[src/rtl/len_counter.sv]
module len_counter #(
  parameter int LEN_W = 6
) (
  input  logic             clk,
  input  logic             rst,
  input  logic             load_wr,
  input  logic [LEN_W-1:0] load_val,
  input  logic             ctl_wr,
  input  logic             ctl_len_en,
  input  logic             ctl_trig,
  input  logic             len_clk,
  input  logic             skip_next,
  output logic [LEN_W:0]   cnt_o,
  output logic             kill_o
);
  localparam int CNT_W = LEN_W + 1;
  localparam logic [CNT_W-1:0] FULL = CNT_W'(1 << LEN_W);
  localparam logic [CNT_W-1:0] ONE  = CNT_W'(1);

  logic [CNT_W-1:0] cnt_q, cnt_d;
  logic             en_q, kill_q, kill_d;

  always_comb begin
    cnt_d  = cnt_q;
    kill_d = 1'b0;
    if (ctl_wr) begin
      if (skip_next && !en_q && ctl_len_en && cnt_q != '0) begin
        cnt_d  = cnt_q - ONE;
        kill_d = (cnt_d == '0);
      end
      if (ctl_trig) begin
        kill_d = 1'b0;
        if (cnt_d == '0) cnt_d = FULL;
        if (skip_next && ctl_len_en && cnt_d == FULL) cnt_d = FULL - ONE;
      end
    end else if (load_wr) begin
      cnt_d = FULL - {1'b0, load_val};
    end else if (len_clk && en_q && cnt_q != '0) begin
      cnt_d  = cnt_q - ONE;
      kill_d = (cnt_q == ONE);
    end
  end

  always_ff @(posedge clk) begin
    if (rst) begin
      cnt_q  <= '0;
      en_q   <= 1'b0;
      kill_q <= 1'b0;
    end else begin
      cnt_q  <= cnt_d;
      kill_q <= kill_d;
      if (ctl_wr) en_q <= ctl_len_en;
    end
  end

  assign cnt_o  = cnt_q;
  assign kill_o = kill_q;

  AST_CNT_RANGE: assert property (@(posedge clk) disable iff (rst) cnt_q <= FULL);
  AST_KILL_AT_ZERO: assert property (@(posedge clk) disable iff (rst) kill_q |-> cnt_q == '0);
  AST_KILL_SINGLE: assert property (@(posedge clk) disable iff (rst) kill_q |=> !kill_q);
  AST_LOAD_VALUE: assert property (@(posedge clk) disable iff (rst)
    (load_wr && !ctl_wr) |=> cnt_q == FULL - {1'b0, $past(load_val)});
  AST_IDLE_HOLD: assert property (@(posedge clk) disable iff (rst)
    (!ctl_wr && !load_wr && (!len_clk || !en_q)) |=> $stable(cnt_q));
  AST_TRIG_NONZERO: assert property (@(posedge clk) disable iff (rst)
    (ctl_wr && ctl_trig) |=> (cnt_q != '0 && !kill_q));
endmodule

[config.mk]
export PLATFORM = sky130hd
export DESIGN_NAME = len_counter
export DESIGN_NICKNAME = d
export VERILOG_FILES = /design/src/rtl/len_counter.sv
export SDC_FILE = /design/constraint.sdc
export NUM_CORES = 1
export LEC_CHECK = 0
export CAP_MARGIN = 10
export CORE_MARGIN = 2
export CORE_UTILIZATION = 55
export CTS_BUF_LIST = sky130_fd_sc_hd__clkbuf_8
export DETAILED_ROUTE_END_ITERATION = 8
export GPL_ROUTABILITY_DRIVEN = 0
export PLACE_DENSITY = 0.86
export SLEW_MARGIN = 5
export SYNTH_ARGS = -nofsm -noshare
export SYNTH_HDL_FRONTEND = slang
export SYNTH_SLANG_ARGS = --single-unit
[constraint.sdc]
create_clock -name clk -period 4.95 [get_ports clk]
set_input_delay 0.495 -clock clk [delete_from_list [all_inputs] [get_ports clk]]
set_output_delay 0.495 -clock clk [all_outputs]
set_load 0.02 [all_outputs]
# Word level (Yosys, flattened, before mapping)
# Index checks and enable logic that the tools add are counted.
# word_totals
ff_bits	9
inputBits	14
out_inout_bits	8
elab_cells	34
# op_classes
add_sub_neg	2
eq_ne	2
muxes	15
n_reduce_logical	12
# op_table
cell	count
2-to-1 mux 7 bit	10
logical NOT 7 bit	2
== test 7 x 1 -> 1 bit, second input constant	1
== test 7 bit, second input constant	1
logical AND 1 bit	7
nonzero test 7 bit	1
subtractor 7 x 1 -> 7 bit, second input constant	1
subtractor 7 x 6 -> 7 bit, first input constant	1
2-to-1 mux 1 bit	5
nonzero test 3 bit	1
logical NOT 1 bit	1

# Logic depth before layout (Yosys ltp)
# depth
ltp_word	15
mapped_depth	10
depth_no_buf	8

# Worst setup path after synthesis
# OpenSTA, ideal clock, no wires.
# synth_path
path_kind	flip-flop to flip-flop
start	register cnt_q[0], in the netlist cnt_o[0]
end	register cnt_q[4], in the netlist cnt_o[4]
setup_ps	92
t_arrival_ps	2334
path_slack_ps	2525
stages_incl_launch_ff	11
cell_sequence	dfxtp_1 clkbuf_1 inv_1 ha_1 clkbuf_1 xor2_1 nor3_2 mux2i_1 a2111oi_2 nor3_1 nor4_1
# synth_via
elab_chain_cells	13
word_cells_on_any_way	18
classes_between	1 x add/sub; 1 x eq/ne; 10 x mux; 6 x reduce/logical
# synth_lines
item	line_no	rtl
start, declared	20	logic [CNT_W-1:0] cnt_q, cnt_d;
start signal, assigned	50	cnt_q <= cnt_d;
branches (longest 13 deep; another with subtractor 7 x 1 -> 7 bit)	--	
# Several ways; the timed one is not identified. The select of a mux whose other input is x is not followed.
# A chain may end at the register's enable or synchronous reset.

# Worst setup path after layout
# Ends and elaborated chain as after synthesis.

==> results.json <==
{
  "run_status": "complete, no violations",
  "final_cell_mix": "clkdlybuf4s50_1 (21), nand2_1 (15), nor2_1 (11), o21ai_0 (9), dfxtp_1 (9)",
  "min_period_ns": 2.45,
  "synthTopCellsByArea": "dfxtp_1 (18%), nand2_1 (5.8%), xor2_1 (5.4%)",
  "worstHoldPathType": "reg -> reg",
  "synth_top_area_share_pct": 18.5,
  "vias_per_cell": 6.42,
  "finalSetupTns_ns": 0,
  "synth_nets": 147,
  "powerDensity_mw_per_mm2": 263,
  "worstPathArrival_ns": 2.59,
  "clk_latency_ns": 0.23,
  "maxSlewHeadroom_pct": 58.3,
  "wirelength_um": 2550,
  "min_from": "en_q",
  "synth_top_area_cell": "dfxtp_1",
  "ys_warn_count": 0,
  "cts_root_buf": "clkbuf_8",
  "slew_violations": 0,
  "first_iter_violations": 59,
  "holdBufCountCts": 0,
  "grt_overflow_total": 0,
  "crit_required_ns": 5.09,
  "grtUsageTotal_pct": 27.2,
  "mostFrequentLayoutCell": "clkdlybuf4s50_1",
  "holdPathEnd": "en_q",
  "initial_core_util_pct": 57.8,
  "design_area_mm2": 0.00121,
  "layout-drive-gt1-share_pct": 8.22,
  "max_slew.worst_pin.slew_ns": 0.621,
  "ant_nets": 0,
  "synth_seq_cells": 9,
  "syn_to_final_growth_pct": 24.1,
  "n_antenna_cell": 0,
  "grt_pass1_vias": 927,
  "synth_area_um2": 976,
  "placed_cell_area_mm2": 0.00117,
  "dr.pass1.iters": 5,
  "setup_violations": 0,
  "n_fill_cell": 126,
  "fp-row-count": 15,
  "dp_hpwl_um": 1940,
  "worstSetupPathType": "reg -> reg",
  "timing.fmax_mhz": 407,
  "start_kind": "flop",
  "cp_slowest_cell": "dfxtp_1",
  "cts-buffers-inserted": 3,
  "power_uw": 318,
  "max_stage_delay_ns": 0.53,
  "crit_family": "simple AND/OR/NAND/NOR gates",
  "grt_pass1_wl_um": 4220,
  "pin_count": 22,
  "die_area_mm2": 0.00213,
  "rr_endpoint": "cnt_o[4]",
  "drt-wirelength-per-cell_um": 15.7,
  "worstPathCellList": "inv_1 -> ha_1 -> xor2_1 -> nor3_2 -> mux2i_1 -> a2111oi_2 -> nor3_1 -> nor4_1",
  "fin_nets": 165,
  "die_w_um": 46.1,
  "cts_tree": "built",
  "antenna_found_initial": 0,
  "r2r_slack_ns": 2.50,
  "path_max_fanout": 8,
  "hold_viol": 0,
  "seq_area_frac_synth_pct": 18.5,
  "syn_avg_cell_area_um2": 7.57,
  "clkTransAtPathRegs_ns": 0.05,
  "leakagePower_nw": 0.439,
  "skew_ns": 0.00360,
  "crit_buf_inv": 1,
  "cts_resized": 0,
  "ir_drop_mv": 0.172,
  "die-height_um": 46.1,
  "rsz0062_at_grt": "false",
  "cts.htree.levels": 1,
  "vias": 1047,
  "core_area_mm2": 0.00169,
  "yosysUniqueCellTypes": 39,
  "cts_max_path_buffers": 2,
  "cts_setup_buffers": 0,
  "synthCells": 129,
  "hold_depth": 2,
  "port_buffers": 21,
  "cap_violations": 0,
  "endpoint_kind": "flop",
  "drc": 0,
  "grt_max_degree": 13,
  "reg2reg_from": "cnt_o[0]",
  "rr_worst_depth": 8,
  "clock-sinks": 9,
  "period_share_pct": 49.6
}
[through the flow]
step                      worst slack (ns)  util [%]  hold slack, ns  cells
after floorplan                       2.52         -           0.518    129
after global placement                2.59      69.0           0.570    159
after detailed placement              2.45      69.0           0.556    159
after CTS                             2.49      71.7           0.574    163
after global routing                  2.34      71.7           0.649    163
final                                 2.50      71.7           0.570    163
[synthesized netlist by cell type]
cell and n:
a2111oi_2 1, a211o_1 2, a21oi_1 4, a21oi_4 1, a22oi_2 1, a311oi_2 1, a31oi_1 4, a32oi_1 1
and2_1 1, and3_1 1, buf_2 3, buf_6 1, clkbuf_1 4, dfxtp_1 9, ha_1 4, inv_1 6
mux2_2 1, mux2i_1 4, nand2_1 15, nand2b_1 1, nand3_1 8, nand3b_1 2, nand4_1 2, nor2_1 11
nor2b_1 3, nor3_1 3, nor3_2 1, nor4_1 3, nor4_4 2, nor4b_1 1, o21ai_0 9, o21ai_1 2
o221ai_1 2, o22ai_1 1, o22ai_2 1, o31ai_1 1, or4_1 1, xnor2_1 5, xor2_1 6
[tightest hold or removal path, stage by stage, from the launching register on]
cell and delay, ns:
dfxtp_1 0.34, mux2i_1 0.13, nor2_1 0.05
[report_power, final]
part	switching, mW	internal [mW]	leakage [nW]
clock	0.0305	0.0541	0.0269
combinational	0.0755	0.0606	0.337
sequential	0.0179	0.0794	0.0743
[cell families after synthesis]
| logic type | count (synthesis) | share of synthesized area (%) |
|---|---|---|
| fa+ha+maj | 4 | 5.13 |
| compound gates | 31 | 23.5 |
| xor+xnor | 11 | 9.87 |
| flops | 9 | 18.5 |
| simple gates | 55 | 31.3 |
| buf+inv | 14 | 6.54 |
| mux | 5 | 5.26 |
[registers in the layout, summed over array words and instances (netlist names)]
signal  flops
cnt_o       7
en_q        1
kill_o      1
[final cells by class]
cell class,instances,area (um2),share of cell area [%]
Inverter,6,22.5,1.86
Sequential cell,9,180,14.9
Clock inverter,1,3.75,0.310
Multi-Input combinational cell,106,732,60.4
Tap cell,17,21.3,1.76
Timing Repair Buffer,21,210,17.4
Clock buffer,3,41.3,3.41
[worst max path at each step]
stage,startpoint,endpoint,cells past startpoint
global placement,ctl_len_en,cnt_o[4],7
finish,cnt_o[0],cnt_o[4],8
global route,cnt_o[0],cnt_o[4],8
CTS,cnt_o[0],cnt_o[4],8
detailed placement,ctl_len_en,cnt_o[4],7
floorplan,cnt_o[0],cnt_o[4],10
[per-layer routing]
layer	part of all wire (%)	GRT usage, %	vias up
li1	-	-	504
met1	41	36.6	475
met5	0	0	-
met3	9.2	6.27	8
met2	48	44.7	60
met4	2.0	4.00	0
Power figures use the tool's default switching activity.
